<file path="src/rtl/intc_pkg.sv">
package intc_pkg;

  // Maps a flat source index (0 = unmaskable, then external, then internal)
  // to its vector number.
  function automatic int src_vector(input int idx, input int n_ext,
                                    input int nmi_vec, input int ext_base,
                                    input int int_base);
    if (idx == 0)
      return nmi_vec;
    else if (idx <= n_ext)
      return ext_base + idx - 1;
    else
      return int_base + idx - 1 - n_ext;
  endfunction

endpackage

</file>
<file path="src/rtl/intc_sync.sv">
module intc_sync #(
  parameter int W      = 1,
  parameter int STAGES = 2
) (
  input  logic         clk,
  input  logic         rst,
  input  logic [W-1:0] din,
  output logic [W-1:0] dout
);
  // Idle level of every pin is high, so the chain resets to ones.
  logic [STAGES-1:0][W-1:0] pipe_q;

  always_ff @(posedge clk) begin
    if (rst) begin
      pipe_q <= '1;
    end else begin
      pipe_q[0] <= din;
      for (int s = 1; s < STAGES; s++) pipe_q[s] <= pipe_q[s-1];
    end
  end

  assign dout = pipe_q[STAGES-1];
endmodule

</file>
<file path="src/rtl/intc_nmi.sv">
module intc_nmi (
  input  logic clk,
  input  logic rst,
  input  logic pin_s,
  input  logic clr,
  output logic pend
);
  logic prev_q, latch_q, fall;

  assign fall = prev_q & ~pin_s;

  always_ff @(posedge clk) begin
    if (rst) begin
      prev_q  <= 1'b1;
      latch_q <= 1'b0;
    end else begin
      prev_q  <= pin_s;
      latch_q <= (latch_q & ~clr) | fall;
    end
  end

  assign pend = latch_q;

  AST_NMI_CLEARED: assert property (@(posedge clk) disable iff (rst)
    (clr && !fall) |=> !pend);
endmodule

</file>
<file path="src/rtl/intc_ext_bank.sv">
module intc_ext_bank #(
  parameter int N = 8
) (
  input  logic         clk,
  input  logic         rst,
  input  logic [N-1:0] pin_s,
  input  logic [N-1:0] sense_edge,
  input  logic [N-1:0] en,
  input  logic [N-1:0] clr,
  output logic [N-1:0] pend
);
  logic [N-1:0] prev_q;
  logic [N-1:0] latch_q;

  for (genvar i = 0; i < N; i++) begin : g_line
    logic fall;
    assign fall = prev_q[i] & ~pin_s[i];

    always_ff @(posedge clk) begin
      if (rst) begin
        prev_q[i]  <= 1'b1;
        latch_q[i] <= 1'b0;
      end else begin
        prev_q[i]  <= pin_s[i];
        // capture only while enabled; flop stays empty in level mode
        latch_q[i] <= ((latch_q[i] & ~clr[i]) | (fall & en[i])) & sense_edge[i];
      end
    end

    assign pend[i] = en[i] & (sense_edge[i] ? latch_q[i] : ~pin_s[i]);

    AST_EDGE_NEEDS_EN: assert property (@(posedge clk) disable iff (rst)
      $rose(latch_q[i]) |-> $past(en[i]));
  end
endmodule

</file>
<file path="src/rtl/intc_prio.sv">
module intc_prio #(
  parameter  int N  = 4,
  localparam int IW = (N > 1) ? $clog2(N) : 1
) (
  input  logic [N-1:0]  req,
  output logic          any,
  output logic [IW-1:0] idx
);
  always_comb begin
    idx = '0;
    for (int i = N - 1; i >= 0; i--) begin
      if (req[i]) idx = IW'(i);
    end
  end

  assign any = |req;
endmodule

</file>
<file path="src/rtl/prio_intc.sv">
module prio_intc #(
  parameter int N_EXT        = 8,
  parameter int N_INT        = 19,
  parameter int SYNC_STAGES  = 2,
  parameter int NMI_VEC      = 3,
  parameter int EXT_VEC_BASE = 4,
  parameter int INT_VEC_BASE = 12,
  parameter int VEC_W        = 8,
  parameter int ADDR_W       = 16
) (
  input  logic              clk,
  input  logic              rst,
  input  logic              nmi_n,
  input  logic [N_EXT-1:0]  irq_n,
  input  logic [N_EXT-1:0]  irq_sense,
  input  logic [N_EXT-1:0]  irq_en,
  input  logic [N_INT-1:0]  int_req,
  input  logic [N_INT-1:0]  int_en,
  input  logic              mask_wr,
  input  logic              mask_wdata,
  input  logic              ack,
  output logic              req_o,
  output logic [VEC_W-1:0]  vec_num_o,
  output logic [ADDR_W-1:0] vec_addr_o,
  output logic              mask_o
);
  localparam int NSRC  = 1 + N_EXT + N_INT;
  localparam int IDX_W = (NSRC > 1) ? $clog2(NSRC) : 1;

  logic [N_EXT:0]     pins_s;
  logic               nmi_pend;
  logic [N_EXT-1:0]   ext_pend;
  logic [N_EXT-1:0]   ext_clr;
  logic               nmi_clr;
  logic [NSRC-1:0]    pend;
  logic               any_pend;
  logic [IDX_W-1:0]   win_idx;
  logic [VEC_W-1:0]   win_vec;
  logic [ADDR_W-1:0]  win_vec_ext;
  logic [ADDR_W-1:0]  win_addr;

  logic               req_q;
  logic [IDX_W-1:0]   sel_q;
  logic [VEC_W-1:0]   vec_q;
  logic [ADDR_W-1:0]  addr_q;
  logic               mask_q;
  logic               held_pend;
  logic               ack_take;

  // pin synchronizer: bit 0 unmaskable, bits 1.. external lines
  intc_sync #(.W(N_EXT + 1), .STAGES(SYNC_STAGES)) u_sync (
    .clk  (clk),
    .rst  (rst),
    .din  ({irq_n, nmi_n}),
    .dout (pins_s)
  );

  intc_nmi u_nmi (
    .clk   (clk),
    .rst   (rst),
    .pin_s (pins_s[0]),
    .clr   (nmi_clr),
    .pend  (nmi_pend)
  );

  intc_ext_bank #(.N(N_EXT)) u_ext (
    .clk        (clk),
    .rst        (rst),
    .pin_s      (pins_s[N_EXT:1]),
    .sense_edge (irq_sense),
    .en         (irq_en),
    .clr        (ext_clr),
    .pend       (ext_pend)
  );

  // flat pending vector in priority order, mask applied to maskable part
  assign pend[0]              = nmi_pend;
  assign pend[N_EXT:1]        = ext_pend & {N_EXT{~mask_q}};
  assign pend[NSRC-1:N_EXT+1] = int_req & int_en & {N_INT{~mask_q}};

  intc_prio #(.N(NSRC)) u_prio (
    .req (pend),
    .any (any_pend),
    .idx (win_idx)
  );

  assign win_vec     = VEC_W'(intc_pkg::src_vector(int'(win_idx), N_EXT, NMI_VEC,
                                                   EXT_VEC_BASE, INT_VEC_BASE));
  assign win_vec_ext = ADDR_W'(win_vec);
  assign win_addr    = {win_vec_ext[ADDR_W-2:0], 1'b0};

  assign held_pend = pend[sel_q];
  assign req_o     = req_q & held_pend;
  assign ack_take  = ack & req_o;

  // capture-flop clears for the granted source
  assign nmi_clr = ack_take && (sel_q == IDX_W'(0));
  for (genvar i = 0; i < N_EXT; i++) begin : g_clr
    assign ext_clr[i] = ack_take && (sel_q == IDX_W'(i + 1));
  end

  always_ff @(posedge clk) begin
    if (rst) begin
      req_q  <= 1'b0;
      sel_q  <= '0;
      vec_q  <= '0;
      addr_q <= '0;
      mask_q <= 1'b1;
    end else begin
      if (ack_take)
        mask_q <= 1'b1;
      else if (mask_wr)
        mask_q <= mask_wdata;

      if (ack_take || (req_q && !held_pend)) begin
        req_q <= 1'b0;
      end else if (!req_q && any_pend) begin
        req_q  <= 1'b1;
        sel_q  <= win_idx;
        vec_q  <= win_vec;
        addr_q <= win_addr;
      end
    end
  end

  assign vec_num_o  = vec_q;
  assign vec_addr_o = addr_q;
  assign mask_o     = mask_q;

  AST_NMI_WINS: assert property (@(posedge clk) disable iff (rst)
    (!req_q && nmi_pend) |=> (req_o && vec_num_o == VEC_W'(NMI_VEC)));

  AST_MASK_ON_ACK: assert property (@(posedge clk) disable iff (rst)
    (ack && req_o) |=> mask_o);

  AST_VEC_STABLE: assert property (@(posedge clk) disable iff (rst)
    (req_o && !ack) |=> ($stable(vec_num_o) && $stable(vec_addr_o)));

  AST_MASKED_QUIET: assert property (@(posedge clk) disable iff (rst)
    (req_o && mask_o) |-> (vec_num_o == VEC_W'(NMI_VEC)));
endmodule

</file>
<file path="config.mk">
export PLATFORM = sky130hd
export DESIGN_NAME = prio_intc
export DESIGN_NICKNAME = d
export VERILOG_FILES = /design/src/rtl/intc_pkg.sv /design/src/rtl/intc_sync.sv /design/src/rtl/intc_nmi.sv /design/src/rtl/intc_ext_bank.sv /design/src/rtl/intc_prio.sv /design/src/rtl/prio_intc.sv
export SDC_FILE = /design/constraint.sdc
export NUM_CORES = 1
export LEC_CHECK = 0
export BUFFER_PORTS_ARGS = -buffer_cell sky130_fd_sc_hd__buf_2
export CAP_MARGIN = 10
export CELL_PAD_IN_SITES_DETAIL_PLACEMENT = 1
export CELL_PAD_IN_SITES_GLOBAL_PLACEMENT = 1
export CORE_MARGIN = 10
export CORE_UTILIZATION = 34
export DETAILED_ROUTE_END_ITERATION = 6
export PLACE_DENSITY_LB_ADDON = 0.08
export SKIP_LAST_GASP = 1
export SLEW_MARGIN = 20
export SYNTH_ARGS = -nofsm -noshare
export SYNTH_HDL_FRONTEND = slang
export SYNTH_SLANG_ARGS = --single-unit
</file>
<file path="constraint.sdc">
create_clock -name clk -period 3.1 [get_ports clk]
set_clock_uncertainty 0.2 [all_clocks]
set_input_delay 0.31 -clock clk [delete_from_list [all_inputs] [get_ports clk]]
set_output_delay 0.31 -clock clk [all_outputs]
set_load 0.02 [all_outputs]
</file>
==> results of run 1 <==
final cells by class:
class / instances / area (sq um) / share of cell area (%)
Sequential cell: 51 / 1020 / 24.8
Clock inverter: 3 / 71.3 / 1.73
Clock buffer: 5 / 68.8 / 1.66
Inverter: 10 / 37.5 / 0.908
Tap cell: 108 / 135 / 3.27
Multi-Input combinational cell: 275 / 1940 / 46.8
Timing Repair Buffer: 139 / 861 / 20.8
final timing paths:
check,startpoint,endpoint,slack [ns],cells past startpoint
worst max-delay path,mask_o$_SDFFE_PP1P_,vec_addr_o[6]$_SDFFE_PP0P_,-0.04,14
worst min-delay path,irq_sense[7],u_ext.latch_q[7]$_SDFF_PP0_,0.06,3
worst max register to register,mask_o$_SDFFE_PP1P_,vec_addr_o[6]$_SDFFE_PP0P_,-0.04,14
worst min register to register,u_sync.pipe_q[7]$_SDFF_PP1_,u_sync.dout[7]$_SDFF_PP1_,0.22,1
kinds of logic (layout without fill, tap and decap cells):
kind of cell             Yosys count  after routing  share of synthesized area (%)
other                              1              8                          0.122
AO/OA/AOI/OAI                     87             87                           21.7
multiplexers                      10             10                           4.99
flip-flops                        51             51                           33.3
XOR/XNOR                           2              2                          0.572
adder cells (fa/ha/maj)            4              4                           1.63
buffers and inverters             41            157                           7.64
AND/OR/NAND/NOR                  164            164                           30.0
cell usage in the layout, fill, tap and decap left out, types with 3 or more instances in the layout:
| master | instances |
|---|---|
| sky130_fd_sc_hd__and2_1 | 6 |
| sky130_fd_sc_hd__mux4_2 | 4 |
| sky130_fd_sc_hd__a21oi_1 | 23 |
| sky130_fd_sc_hd__a211oi_1 | 3 |
| sky130_fd_sc_hd__nand2b_1 | 8 |
| sky130_fd_sc_hd__a22o_1 | 3 |
| sky130_fd_sc_hd__dlygate4sd3_1 | 9 |
| sky130_fd_sc_hd__buf_2 | 85 |
| sky130_fd_sc_hd__nor3b_1 | 9 |
| sky130_fd_sc_hd__o2111ai_1 | 3 |
| sky130_fd_sc_hd__o211ai_1 | 4 |
| sky130_fd_sc_hd__nand3_1 | 6 |
| sky130_fd_sc_hd__mux2i_1 | 4 |
| sky130_fd_sc_hd__buf_4 | 43 |
| sky130_fd_sc_hd__nand2_1 | 47 |
| sky130_fd_sc_hd__o21a_1 | 6 |
| sky130_fd_sc_hd__a21o_1 | 3 |
| sky130_fd_sc_hd__o21ai_2 | 4 |
| sky130_fd_sc_hd__or2_2 | 28 |
| sky130_fd_sc_hd__clkbuf_8 | 5 |
| sky130_fd_sc_hd__conb_1 | 8 |
| sky130_fd_sc_hd__inv_1 | 6 |
| sky130_fd_sc_hd__nor2b_4 | 3 |
| sky130_fd_sc_hd__dfxtp_1 | 50 |
| sky130_fd_sc_hd__a41oi_1 | 3 |
| sky130_fd_sc_hd__nor2_1 | 27 |
| sky130_fd_sc_hd__nor3_1 | 4 |
| sky130_fd_sc_hd__inv_2 | 4 |
| sky130_fd_sc_hd__nor2b_1 | 6 |
| sky130_fd_sc_hd__o21ai_0 | 3 |
sequential cells by signal, indices dropped and copies added, names as in the netlist:
| register | count |
|---|---|
| u_sync.pipe_q | 9 |
| sel_q | 5 |
| u_ext.prev_q | 8 |
| u_nmi.pend | 1 |
| u_ext.latch_q | 8 |
| u_sync.dout | 9 |
| vec_addr_o | 8 |
| req_q | 1 |
| u_nmi.prev_q | 1 |
| mask_o | 1 |
stage by stage:
step | utilization [%] | power [mW] | cells | setup WS (ns)
2_1_floorplan | - | 1.09 | 367 | 0.000196
3_3_place_gp | 42.9 | 1.24 | 565 | -0.222
3_5_place_dp | 42.9 | 1.25 | 565 | -0.265
4_1_cts | 46.3 | 1.85 | 588 | -0.0478
5_1_grt | 47.2 | 1.94 | 591 | -0.181
6_report | 47.2 | 1.83 | 591 | -0.0448
critical path: stages (launching register included):
cell                      delay, ns
sky130_fd_sc_hd__dfxtp_4       0.43
sky130_fd_sc_hd__buf_4         0.14
sky130_fd_sc_hd__nor2b_4       0.04
sky130_fd_sc_hd__o21a_2        0.14
sky130_fd_sc_hd__or4b_1        0.48
sky130_fd_sc_hd__o21a_1        0.24
sky130_fd_sc_hd__inv_2         0.10
sky130_fd_sc_hd__ha_4          0.14
sky130_fd_sc_hd__inv_2         0.04
sky130_fd_sc_hd__a21oi_2       0.14
sky130_fd_sc_hd__xor2_1        0.17
sky130_fd_sc_hd__ha_2          0.21
sky130_fd_sc_hd__ha_4          0.19
sky130_fd_sc_hd__or3_1         0.30
sky130_fd_sc_hd__a21oi_1       0.12
power by group:
part / leakage (nW) / switching, mW / total [mW] / internal, mW
registers: 0.419 / 0.0407 / 0.737 / 0.696
clock network: 0.0703 / 0.231 / 0.558 / 0.328
logic: 1.30 / 0.286 / 0.534 / 0.248
per-layer routing:
| metal | global-route usage, % | vias up | routed length [um] |
|---|---|---|---|
| met3 | 3.70 | 6 | 559 |
| li1 | - | 1498 | - |
| met1 | 17.7 | 1392 | 4360 |
| met4 | 3.96 | 0 | 109 |
| met5 | 0 | - | 0 |
| met2 | 23.3 | 73 | 4420 |
repair_timing:
action / 4_1_cts / 5_1_grt
gates resized for setup: 7 / 13
pin swaps: 11 / 3
hold buffers: 9 / 0
setup endpoints to repair: 3 / 5
hold endpoints to repair: 9 / 0
setup buffers: 6 / 3
==> impl_results.html, run 1 <==
<table>
<tr><th>Metric</th><th>Value</th></tr>
<tr><th colspan="2">Timing</th></tr>
<tr><td>Total negative slack for setup checks</td><td>-0.0696 ns</td></tr>
<tr><td>Min cycle time layout</td><td>approximately 3.1 ns</td></tr>
<tr><td>Worst slew margin relative to its limit</td><td>a little under a third</td></tr>
<tr><td>Slew at the pin closest to its max-slew limit</td><td>roughly 1.0 ns</td></tr>
<tr><td>WHS</td><td>0.0606 ns</td></tr>
<tr><td>Fmax</td><td>about 320 MHz</td></tr>
<tr><td>Min setup slack post-route</td><td>-0.0448 ns</td></tr>
<tr><td>Max-slew violation count</td><td>0</td></tr>
<tr><td>Post-route clock period utilization</td><td>101%</td></tr>
<tr><td>Setup repair after global routing missed its margin</td><td>true</td></tr>
<tr><td>Final number of setup-violating endpoints</td><td>2</td></tr>
<tr><td>Number of endpoints with negative hold slack in the final report</td><td>0</td></tr>
<tr><th colspan="2">Synth</th></tr>
<tr><td>Syn Area/Cell</td><td>~8.5 sq um</td></tr>
<tr><td>Post-Synthesis Cells</td><td>360</td></tr>
<tr><td>Number of flops mapped to enable cells by yosys</td><td>0</td></tr>
<tr><td>Area of the mapped netlist</td><td>0.00306 sq mm</td></tr>
<tr><td>Most repeated cell in the gate-level netlist after synthesis</td><td>sky130_fd_sc_hd__dfxtp_1</td></tr>
<tr><td>Number of distinct library cell variants in the gate-level netlist after synthesis</td><td>74</td></tr>
<tr><td>Yosys warning count</td><td>0</td></tr>
<tr><td>Async set or reset register ratio after synthesis</td><td>0%</td></tr>
<tr><td>Cell accounting for the most synthesized area</td><td>sky130_fd_sc_hd__dfxtp_1</td></tr>
<tr><td>Synth cell count leaders</td><td>51 x sky130_fd_sc_hd__dfxtp_1, 47 x sky130_fd_sc_hd__nand2_1, 28 x sky130_fd_sc_hd__or2_2</td></tr>
<tr><td>Leading cell types by total area after synthesis</td><td>sky130_fd_sc_hd__dfxtp_1 33%, sky130_fd_sc_hd__nand2_1 5.8%, sky130_fd_sc_hd__or2_2 5.7%, sky130_fd_sc_hd__a21oi_1 3.9%, sky130_fd_sc_hd__buf_4 3.9%</td></tr>
<tr><td>Sequential element share of the synthesized area</td><td>33.3%</td></tr>
<tr><td>Flip-flop cell with the highest count after synthesis</td><td>sky130_fd_sc_hd__dfxtp_1</td></tr>
<tr><td>Share of the synthesized area in the top cell type</td><td>between 30% and 40%</td></tr>
<tr><td>Number of synthesized register bits</td><td>a little over 50</td></tr>
<tr><th colspan="2">CTS</th></tr>
<tr><td>Clk pin slew, worst setup/hold paths</td><td>~0.10 ns</td></tr>
<tr><td>Maximum level of the CTS H-tree</td><td>2</td></tr>
<tr><td>Maximum clock insertion buffer count</td><td>2</td></tr>
<tr><td>TritonCTS clock tree</td><td>yes</td></tr>
<tr><td>CTS sink count</td><td>a little over 50</td></tr>
<tr><td>Source-to-sink clock delay at the later pin of the worst-skew pair</td><td>0.30 ns</td></tr>
<tr><td>CTS buffer count</td><td>5</td></tr>
<tr><td>Clock root buffer master</td><td>sky130_fd_sc_hd__clkbuf_8</td></tr>
<tr><th colspan="2">GRT</th></tr>
<tr><td>Number of antenna violations at the first check in global routing</td><td>0</td></tr>
<tr><td>Vias in the first global route</td><td>approximately 3100</td></tr>
<tr><td>First-pass GRT wire length</td><td>roughly 15 mm</td></tr>
<tr><td>Overflow left after global routing</td><td>0</td></tr>
<tr><td>Global-route usage over all layers</td><td>14.1%</td></tr>
<tr><td>Pin count of the biggest net entering global routing</td><td>52</td></tr>
<tr><th colspan="2">Power and ir drop</th></tr>
<tr><td>P per Cell Area</td><td>442 mW/mm^2</td></tr>
<tr><td>LEAKAGE</td><td>approximately 1.8 nW</td></tr>
<tr><td>Peak supply drop</td><td>between 0.3 and 0.4 mV</td></tr>
<tr><th colspan="2">Critical path</th></tr>
<tr><td>Setup Crit Path Kind</td><td>flip-flop to flip-flop</td></tr>
<tr><td>Critical Path Sink Type</td><td>flip-flop</td></tr>
<tr><td>CP max FO</td><td>8</td></tr>
<tr><td>Worst endpoint data arrival time</td><td>3.18 ns</td></tr>
<tr><td>Data required time at the worst endpoint</td><td>~3.1 ns</td></tr>
<tr><td>Critical path startpoint category</td><td>flip-flop</td></tr>
<tr><th colspan="2">Detailed routing</th></tr>
<tr><td>Number of routed nets with antenna violations</td><td>0</td></tr>
<tr><td>WL per Instance</td><td>roughly 16 um</td></tr>
<tr><td>Detailed-route DRC error count</td><td>0</td></tr>
<tr><td>Total number of vias</td><td>between 2000 and 3000</td></tr>
<tr><td>Router iterations before antenna repair</td><td>4</td></tr>
<tr><td>Routed wire length</td><td>9.45 mm</td></tr>
<tr><td>Drt initial violations</td><td>105</td></tr>
<tr><td>Via/cell ratio</td><td>between 5 and 6</td></tr>
<tr><th colspan="2">Die</th></tr>
<tr><td>Chip Width</td><td>115 um</td></tr>
<tr><td>Starting density of the core</td><td>34.9%</td></tr>
<tr><td>Number of rows in the core area</td><td>34</td></tr>
<tr><td>Placeable Area</td><td>0.00876 sq mm</td></tr>
<tr><td>Number of I/O pins</td><td>94</td></tr>
<tr><td>Area of the die</td><td>around 0.013 sq mm</td></tr>
<tr><td>Die boundary height</td><td>about 110 um</td></tr>
<tr><th colspan="2">Place</th></tr>
<tr><td>Global placer's final weighted congestion</td><td>approximately 0.85</td></tr>
<tr><td>HPWL Detailed</td><td>7.38 mm</td></tr>
<tr><td>Area post-placement</td><td>roughly 0.0038 sq mm</td></tr>
<tr><td>Port Buf Inserts</td><td>85</td></tr>
<tr><th colspan="2">Final layout</th></tr>
<tr><td>Finished Cell Area</td><td>around 0.0041 sq mm</td></tr>
<tr><td>Fraction of final layout cells sized beyond drive strength 1</td><td>between 40% and 50%</td></tr>
<tr><td>Growth of design area from synthesis to finish</td><td>35.0%</td></tr>
<tr><td>Diodes inserted</td><td>0</td></tr>
<tr><td>Number of filler instances in the final layout</td><td>about 1100</td></tr>
<tr><td>Post-layout net count</td><td>~550</td></tr>
<tr><th colspan="2">Flow run</th></tr>
<tr><td>Count of max-cap constraint violations</td><td>0</td></tr>
<tr><th colspan="2">Status</th></tr>
<tr><td>Violations in the final reports</td><td>negative setup slack</td></tr>
<tr><td>Outcome</td><td>complete, but fails checks</td></tr>
<tr><th colspan="2">Hold path</th></tr>
<tr><td>Class of the worst hold path</td><td>input port to flip-flop</td></tr>
</table>
Power figures use the tool's default switching activity.
==> run 2: changes to the inputs <==
- PLACE_DENSITY: unset -> 0.8
- PLACE_DENSITY_LB_ADDON: 0.08 -> unset
==> run 2 against run 1 <==
Net effect:
- combinational power grew 6.2%
- total power decreased by 5.9%
- fmax increased by 1.5%
- register-to-register slack better by 0.05 ns
- sequential share of layout area shrank 0.14 points
- final area up 0.94%
- clock power is 26% lower
- largest cell class unchanged
- the flow now finishes without violations
- sequential power barely moved
- worst hold slack got worse by 0.0050 ns
- critical path depth is 1 higher
- sequential cell count stayed put
==> impl_results.html, run 2 (same netlist as run 1, synthesis figures left out) <==
<table>
<tr><th>Metric</th><th>Value</th></tr>
<tr><th colspan="2">Critical path</th></tr>
<tr><td>Critical Path Sink Type</td><td>flip-flop</td></tr>
<tr><td>Cell type of the slowest stage on the worst timing path</td><td>sky130_fd_sc_hd__dfxtp_4</td></tr>
<tr><td>Slowest Stage Delay on Critical Path</td><td>about 0.4 ns</td></tr>
<tr><td>Worst endpoint data arrival time</td><td>3.14 ns</td></tr>
<tr><td>Critical path startpoint category</td><td>flip-flop</td></tr>
<tr><td>CP max FO</td><td>8</td></tr>
<tr><td>Data required time at the worst endpoint</td><td>~3.1 ns</td></tr>
<tr><td>Cells along the critical path</td><td>and2b_1, o21a_4, o21ai_2, o21a_1, a211o_1, nor2b_4, inv_2, ha_4, inv_2, a21oi_2, xor2_1, ha_2, ha_4, or3_1, a21oi_1</td></tr>
<tr><td>Setup Crit Path Kind</td><td>flip-flop to flip-flop</td></tr>
<tr><th colspan="2">Place</th></tr>
<tr><td>HPWL Detailed</td><td>approximately 8 mm</td></tr>
<tr><td>Global placer's final weighted congestion</td><td>approximately 0.89</td></tr>
<tr><td>Port Buf Inserts</td><td>85</td></tr>
<tr><td>Area post-placement</td><td>about 0.0038 sq mm</td></tr>
<tr><th colspan="2">CTS</th></tr>
<tr><td>CTS buffer count</td><td>5</td></tr>
<tr><td>Maximum level of the CTS H-tree</td><td>2</td></tr>
<tr><td>Source-to-sink clock delay at the later pin of the worst-skew pair</td><td>slightly above 0.3 ns</td></tr>
<tr><td>TritonCTS clock tree</td><td>yes</td></tr>
<tr><td>CTS sink count</td><td>between 50 and 60</td></tr>
<tr><td>Clk pin slew, worst setup/hold paths</td><td>0.10 ns</td></tr>
<tr><td>Clock root buffer master</td><td>sky130_fd_sc_hd__clkbuf_8</td></tr>
<tr><td>Maximum clock insertion buffer count</td><td>2</td></tr>
<tr><th colspan="2">Final layout</th></tr>
<tr><td>Commonest non-fill, non-tap cell in the layout</td><td>sky130_fd_sc_hd__buf_2</td></tr>
<tr><td>Highest-count cells in the layout ignoring fill and taps</td><td>85 x sky130_fd_sc_hd__buf_2, 47 x sky130_fd_sc_hd__nand2_1, 47 x sky130_fd_sc_hd__buf_4, 47 x sky130_fd_sc_hd__dfxtp_1, 28 x sky130_fd_sc_hd__or2_2</td></tr>
<tr><td>Diodes inserted</td><td>0</td></tr>
<tr><td>Post-layout net count</td><td>between 500 and 600</td></tr>
<tr><td>Fraction of final layout cells sized beyond drive strength 1</td><td>roughly 46%</td></tr>
<tr><td>Finished Cell Area</td><td>0.00417 sq mm</td></tr>
<tr><td>Utilization after layout</td><td>between 40% and 50%</td></tr>
<tr><td>Growth of design area from synthesis to finish</td><td>36.3%</td></tr>
<tr><th colspan="2">Detailed routing</th></tr>
<tr><td>Number of routed nets with antenna violations</td><td>0</td></tr>
<tr><td>Via/cell ratio</td><td>5.16</td></tr>
<tr><td>Routed wire length</td><td>just over 10 mm</td></tr>
<tr><td>Total number of vias</td><td>3068</td></tr>
<tr><td>WL per Instance</td><td>approximately 17 um</td></tr>
<tr><td>Router iterations before antenna repair</td><td>4</td></tr>
<tr><td>Detailed-route DRC error count</td><td>0</td></tr>
<tr><td>Drt initial violations</td><td>between 100 and 150</td></tr>
<tr><th colspan="2">GRT</th></tr>
<tr><td>Global-route usage over all layers</td><td>around 15%</td></tr>
<tr><td>Overflow left after global routing</td><td>0</td></tr>
<tr><td>Pin count of the biggest net entering global routing</td><td>52</td></tr>
<tr><td>Vias in the first global route</td><td>3364</td></tr>
<tr><td>First-pass GRT wire length</td><td>roughly 16 mm</td></tr>
<tr><td>Number of antenna violations at the first check in global routing</td><td>0</td></tr>
<tr><th colspan="2">Timing</th></tr>
<tr><td>Setup repair after global routing missed its margin</td><td>true</td></tr>
<tr><td>Fmax</td><td>323 MHz</td></tr>
<tr><td>Slew at the pin closest to its max-slew limit</td><td>slightly above 0.8 ns</td></tr>
<tr><td>Final number of setup-violating endpoints</td><td>0</td></tr>
<tr><td>Worst slew margin relative to its limit</td><td>a little under half</td></tr>
<tr><td>Number of endpoints with negative hold slack in the final report</td><td>0</td></tr>
<tr><td>Total negative slack for setup checks</td><td>0 ns</td></tr>
<tr><td>Min cycle time layout</td><td>slightly above 3 ns</td></tr>
<tr><td>Post-route clock period utilization</td><td>~100%</td></tr>
<tr><td>Max-slew violation count</td><td>0</td></tr>
<tr><th colspan="2">Power and ir drop</th></tr>
<tr><td>P per Cell Area</td><td>a little over 400 mW/mm^2</td></tr>
<tr><td>LEAKAGE</td><td>1.80 nW</td></tr>
<tr><td>Peak supply drop</td><td>between 0.2 and 0.3 mV</td></tr>
<tr><th colspan="2">Die</th></tr>
<tr><td>Chip Width</td><td>around 110 um</td></tr>
<tr><td>Number of I/O pins</td><td>94</td></tr>
<tr><td>Placeable Area</td><td>0.00876 sq mm</td></tr>
<tr><td>Starting density of the core</td><td>a little over a third</td></tr>
<tr><td>Area of the die</td><td>0.0132 sq mm</td></tr>
<tr><td>Die boundary height</td><td>between 100 and 150 um</td></tr>
<tr><td>Number of rows in the core area</td><td>34</td></tr>
<tr><th colspan="2">Hold path</th></tr>
<tr><td>Class of the worst hold path</td><td>input port to flip-flop</td></tr>
<tr><th colspan="2">Status</th></tr>
<tr><td>Outcome</td><td>complete, no violations</td></tr>
<tr><th colspan="2">Flow run</th></tr>
<tr><td>Count of max-cap constraint violations</td><td>0</td></tr>
</table>
==> run 2: cell types whose count changed in the layout (fill, tap and decap cells not counted), sizes merged <==
| cell | change |
|---|---|
| buf | +3 |
| clkinv | +2 |
| bufinv | -2 |
| clkbuf | +1 |
==> run 2: power breakdown <==
part | switching, mW | internal (mW) | total (mW) | leakage [nW]
Clock | 0.246 | 0.168 | 0.414 | 0.0502
Combinational | 0.301 | 0.265 | 0.567 | 1.34
Sequential | 0.0441 | 0.696 | 0.740 | 0.419
Total | 0.592 | 1.13 | 1.72 | 1.80
==> run 2: layout make-up <==
cell class | instances | area [sq um]
clock buffer | 5 | 68.8
clock inverter | 3 | 28.8
fill | 1070 | 4590
inverter | 10 | 37.5
multi-input combinational | 275 | 1960
sequential | 51 | 1030
tap | 108 | 135
timing repair buffer | 143 | 913
==> run 2: metrics by stage <==
step / hold WS [ns] / power (mW) / std cells / setup slack [ns]
2_1_floorplan: 0.189 / 1.09 / 367 / 0.000196
3_3_place_gp: 0.190 / 1.24 / 567 / -0.155
3_5_place_dp: 0.195 / 1.26 / 567 / -0.275
4_1_cts: 0.0317 / 1.71 / 590 / -0.0232
5_1_grt: 0.0466 / 1.83 / 595 / -0.135
6_report: 0.0556 / 1.72 / 595 / 0.00218
==> run 2: timing repair <==
item | CTS | global route
gates resized for setup | 10 | 18
endpoints found under the setup margin | 3 | 7
hold buffers | 9 | 0
pin swaps | 8 | 11
gates cloned | 0 | 1
endpoints found under the hold margin | 9 | 0
buffers inserted | 6 | 4
==> run 2: worst paths after layout <==
kind / depth (start not counted) / to / slack (ns) / from
max: 15 / vec_addr_o[6]$_SDFFE_PP0P_ / 0.002 / mask_o$_SDFFE_PP1P_
min: 3 / u_ext.latch_q[7]$_SDFF_PP0_ / 0.06 / irq_sense[7]
max reg2reg: 15 / vec_addr_o[6]$_SDFFE_PP0P_ / 0.002 / mask_o$_SDFFE_PP1P_
min reg2reg: 1 / u_sync.dout[8]$_SDFF_PP1_ / 0.22 / u_sync.pipe_q[8]$_SDFF_PP1_
==> run 2: metal layers <==
| layer | global-route usage [%] | wire, um | vias up |
|---|---|---|---|
| met2 | 27.0 | 5150 | 77 |
| met4 | 4.04 | 179 | 0 |
| met1 | 17.0 | 4330 | 1471 |
| li1 | - | - | 1507 |
| met5 | 0 | 0 | - |
| met3 | 3.33 | 536 | 13 |
==> run 2: worst max-delay path: cells and delay by family (launching register included) <==
family,cells,cell delay (ns)
simple gates,3,0.67
flops,1,0.40
xor+xnor,1,0.18
buf+inv,2,0.12
fa+ha+maj,3,0.54
compound gates,6,0.92
==> run 3: changes to the inputs <==
- CORE_MARGIN: 10 -> unset
==> run 3 against run 2 <==
Net effect:
- sequential power about the same
- worst hold slack worse by 0.0033 ns
- critical endpoint unchanged
- via count up 0.85%
- setup slack worse by 0.056 ns
- total power down 1.3%
- critical path depth down 1
- die area down 29%
- final area down 0.69%
- highest routed layer unchanged
- clock-buffer cell count unchanged
- core utilization down 0.098 points
- the run now ends with negative setup slack left
==> impl_results.html, run 3 (same netlist as run 1, synthesis figures left out) <==
<table>
<tr><th>Metric</th><th>Value</th></tr>
<tr><th colspan="2">Hold path</th></tr>
<tr><td>Class of the worst hold path</td><td>input port to flip-flop</td></tr>
<tr><td>Beginning of the worst hold path</td><td>ack</td></tr>
<tr><td>Hold Path Cell Cnt</td><td>2</td></tr>
<tr><td>Worst hold path endpoint</td><td>mask_o$_SDFFE_PP1P_</td></tr>
<tr><th colspan="2">Power and ir drop</th></tr>
<tr><td>Net switching power</td><td>just under 0.6 mW</td></tr>
<tr><td>P per Cell Area</td><td>410 mW/mm^2</td></tr>
<tr><td>Proportion of power drawn by combinational gates</td><td>between 30% and 40%</td></tr>
<tr><td>LEAKAGE</td><td>~1.8 nW</td></tr>
<tr><td>Cell internal power dissipation</td><td>~1.1 mW</td></tr>
<tr><td>Net switching fraction of the power</td><td>about a third</td></tr>
<tr><td>Clock power share</td><td>24.3%</td></tr>
<tr><td>Peak supply drop</td><td>roughly 0.23 mV</td></tr>
<tr><td>Part of the power in registers</td><td>43.4%</td></tr>
<tr><th colspan="2">Die</th></tr>
<tr><td>Placeable Area</td><td>0.00872 sq mm</td></tr>
<tr><td>Number of I/O pins</td><td>94</td></tr>
<tr><td>Area of the die</td><td>0.00939 sq mm</td></tr>
<tr><td>Starting density of the core</td><td>between 30% and 40%</td></tr>
<tr><td>Chip Width</td><td>96.9 um</td></tr>
<tr><td>Die boundary height</td><td>approximately 97 um</td></tr>
<tr><td>Number of rows in the core area</td><td>34</td></tr>
<tr><th colspan="2">Detailed routing</th></tr>
<tr><td>Routed wire length</td><td>between 9 and 10 mm</td></tr>
<tr><td>Drt initial violations</td><td>95</td></tr>
<tr><td>Detailed-route DRC error count</td><td>0</td></tr>
<tr><td>Total number of vias</td><td>a little over 3000</td></tr>
<tr><td>Via/cell ratio</td><td>5.21</td></tr>
<tr><td>Router iterations before antenna repair</td><td>5</td></tr>
<tr><td>Number of routed nets with antenna violations</td><td>0</td></tr>
<tr><td>WL per Instance</td><td>about 16 um</td></tr>
<tr><th colspan="2">Final layout</th></tr>
<tr><td>Finished Cell Area</td><td>0.00414 sq mm</td></tr>
<tr><td>Highest-count cells in the layout ignoring fill and taps</td><td>84 x sky130_fd_sc_hd__buf_2, 50 x sky130_fd_sc_hd__dfxtp_1, 47 x sky130_fd_sc_hd__nand2_1, 43 x sky130_fd_sc_hd__buf_4, 28 x sky130_fd_sc_hd__or2_2</td></tr>
<tr><td>Post-layout net count</td><td>around 560</td></tr>
<tr><td>Diodes inserted</td><td>0</td></tr>
<tr><td>Commonest non-fill, non-tap cell in the layout</td><td>sky130_fd_sc_hd__buf_2</td></tr>
<tr><td>Growth of design area from synthesis to finish</td><td>35.3%</td></tr>
<tr><td>Post-Layout Cell Count</td><td>between 500 and 600</td></tr>
<tr><td>Fraction of final layout cells sized beyond drive strength 1</td><td>a little over two fifths</td></tr>
<tr><th colspan="2">Critical path</th></tr>
<tr><td>Slowest Stage Delay on Critical Path</td><td>0.54 ns</td></tr>
<tr><td>Worst endpoint data arrival time</td><td>3.20 ns</td></tr>
<tr><td>Family with the most delay on the worst path</td><td>simple AND/OR/NAND/NOR gates</td></tr>
<tr><td>Path depth of the worst reg2reg path</td><td>14</td></tr>
<tr><td>Destination of the worst register-to-register timing path</td><td>vec_addr_o[6]$_SDFFE_PP0P_</td></tr>
<tr><td>Worst Path Buf+Inv</td><td>3</td></tr>
<tr><td>Setup Crit Path Kind</td><td>flip-flop to flip-flop</td></tr>
<tr><td>Cell type of the slowest stage on the worst timing path</td><td>sky130_fd_sc_hd__or4b_4</td></tr>
<tr><td>Stages on worst setup path</td><td>14</td></tr>
<tr><td>Slack of the worst reg-to-reg path</td><td>-0.05 ns</td></tr>
<tr><td>Data required time at the worst endpoint</td><td>3.15 ns</td></tr>
<tr><td>Critical path startpoint category</td><td>flip-flop</td></tr>
<tr><td>Cells along the critical path</td><td>buf_6, nor2b_2, o21a_1, or4b_4, o21a_1, inv_2, ha_4, inv_2, a21oi_2, xor2_1, ha_2, ha_4, or3_1, a21oi_1</td></tr>
<tr><td>Critical Path Sink Type</td><td>flip-flop</td></tr>
<tr><td>Launch instance of the worst register-to-register path</td><td>mask_o$_SDFFE_PP1P_</td></tr>
<tr><td>CP max FO</td><td>6</td></tr>
<tr><th colspan="2">Place</th></tr>
<tr><td>Area post-placement</td><td>0.00379 sq mm</td></tr>
<tr><td>Placed cells</td><td>~570</td></tr>
<tr><td>Port Buf Inserts</td><td>between 80 and 90</td></tr>
<tr><td>HPWL Detailed</td><td>~6.8 mm</td></tr>
<tr><td>Global placer's final weighted congestion</td><td>between 0.8 and 0.9</td></tr>
<tr><th colspan="2">Timing</th></tr>
<tr><td>Total negative slack for setup checks</td><td>-0.0701 ns</td></tr>
<tr><td>Max-slew violation count</td><td>0</td></tr>
<tr><td>Number of endpoints with negative hold slack in the final report</td><td>0</td></tr>
<tr><td>Fmax</td><td>317 MHz</td></tr>
<tr><td>Setup repair after global routing missed its margin</td><td>true</td></tr>
<tr><td>Worst slew margin relative to its limit</td><td>46.8%</td></tr>
<tr><td>Min cycle time layout</td><td>3.15 ns</td></tr>
<tr><td>Final number of setup-violating endpoints</td><td>2</td></tr>
<tr><td>Slew at the pin closest to its max-slew limit</td><td>0.798 ns</td></tr>
<tr><td>Post-route clock period utilization</td><td>102%</td></tr>
<tr><td>Min setup slack post-route</td><td>-0.0541 ns</td></tr>
<tr><th colspan="2">CTS</th></tr>
<tr><td>Source-to-sink clock delay at the later pin of the worst-skew pair</td><td>roughly 0.31 ns</td></tr>
<tr><td>TritonCTS clock tree</td><td>yes</td></tr>
<tr><td>Maximum level of the CTS H-tree</td><td>2</td></tr>
<tr><td>CTS sink count</td><td>51</td></tr>
<tr><td>Clock root buffer master</td><td>sky130_fd_sc_hd__clkbuf_8</td></tr>
<tr><td>Clk pin slew, worst setup/hold paths</td><td>approximately 0.1 ns</td></tr>
<tr><td>Maximum clock insertion buffer count</td><td>2</td></tr>
<tr><td>CTS buffer count</td><td>5</td></tr>
<tr><th colspan="2">GRT</th></tr>
<tr><td>First-pass GRT wire length</td><td>about 15 mm</td></tr>
<tr><td>Global-route usage over all layers</td><td>approximately a fifth</td></tr>
<tr><td>Pin count of the biggest net entering global routing</td><td>52</td></tr>
<tr><td>Overflow left after global routing</td><td>0</td></tr>
<tr><td>Number of antenna violations at the first check in global routing</td><td>0</td></tr>
<tr><td>Vias in the first global route</td><td>3276</td></tr>
<tr><th colspan="2">Flow run</th></tr>
<tr><td>Count of max-cap constraint violations</td><td>0</td></tr>
<tr><th colspan="2">Status</th></tr>
<tr><td>Violations in the final reports</td><td>negative setup slack</td></tr>
<tr><td>Outcome</td><td>complete, but fails checks</td></tr>
</table>
## run 3: changes by cell type in the layout (fill, tap and decap cells not counted), moves of 3 or more
cell	previous run	this run
sky130_fd_sc_hd__dfxtp_1	47	50
sky130_fd_sc_hd__buf_4	47	43
sky130_fd_sc_hd__dfxtp_2	3	0
sky130_fd_sc_hd__inv_6	0	3
sky130_fd_sc_hd__buf_6	0	4
## run 3: layout make-up
cell class | instances | area (sq um)
multi-input combinational | 275 | 1950
fill | 1067 | 4580
clock buffer | 5 | 68.8
tap | 108 | 135
clock inverter | 3 | 26.3
timing repair buffer | 142 | 906
sequential | 51 | 1020
inverter | 10 | 37.5
## run 3: metrics by stage
stage	power [mW]	utilization, %	setup slack [ns]	hold WS [ns]
2_1_floorplan	1.09	-	0.000196	0.189
3_3_place_gp	1.23	43.5	-0.148	0.192
3_5_place_dp	1.25	43.5	-0.322	0.197
4_1_cts	1.70	46.7	-0.121	0.0417
5_1_grt	1.79	47.5	-0.195	0.0631
6_report	1.70	47.5	-0.0541	0.0522
## run 3: repair_timing
item,in CTS,in global routing
pin swaps,12,6
buffers inserted,7,2
gates resized for setup,11,17
endpoints found under the hold margin,9,0
setup endpoints to repair,3,11
hold buffers,9,0
## run 3: worst max-delay path by stage
stage                             start                          to
detailed placement           int_req[2]  vec_addr_o[6]$_SDFFE_PP0P_
global placement             int_req[2]  vec_addr_o[6]$_SDFFE_PP0P_
CTS                 mask_o$_SDFFE_PP1P_  vec_addr_o[6]$_SDFFE_PP0P_
floorplan           mask_o$_SDFFE_PP1P_  vec_addr_o[6]$_SDFFE_PP0P_
finish              mask_o$_SDFFE_PP1P_  vec_addr_o[6]$_SDFFE_PP0P_
global route        mask_o$_SDFFE_PP1P_  vec_addr_o[6]$_SDFFE_PP0P_
## run 3: power groups by stage
stage	clock network, mW	registers [mW]	logic [mW]
5_1_grt	0.451	0.745	0.593
2_1_floorplan	0	0.750	0.339
4_1_cts	0.431	0.736	0.531
3_3_place_gp	0	0.750	0.483
6_report	0.413	0.737	0.548
3_5_place_dp	0	0.752	0.501
## run 3: per-layer routing
metal	up-vias	routed length [um]	global-route usage (%)
met5	-	0	0
li1	1499	-	-
met4	0	142	5.51
met1	1480	4050	23.7
met2	98	4680	36.0
met3	17	368	2.67
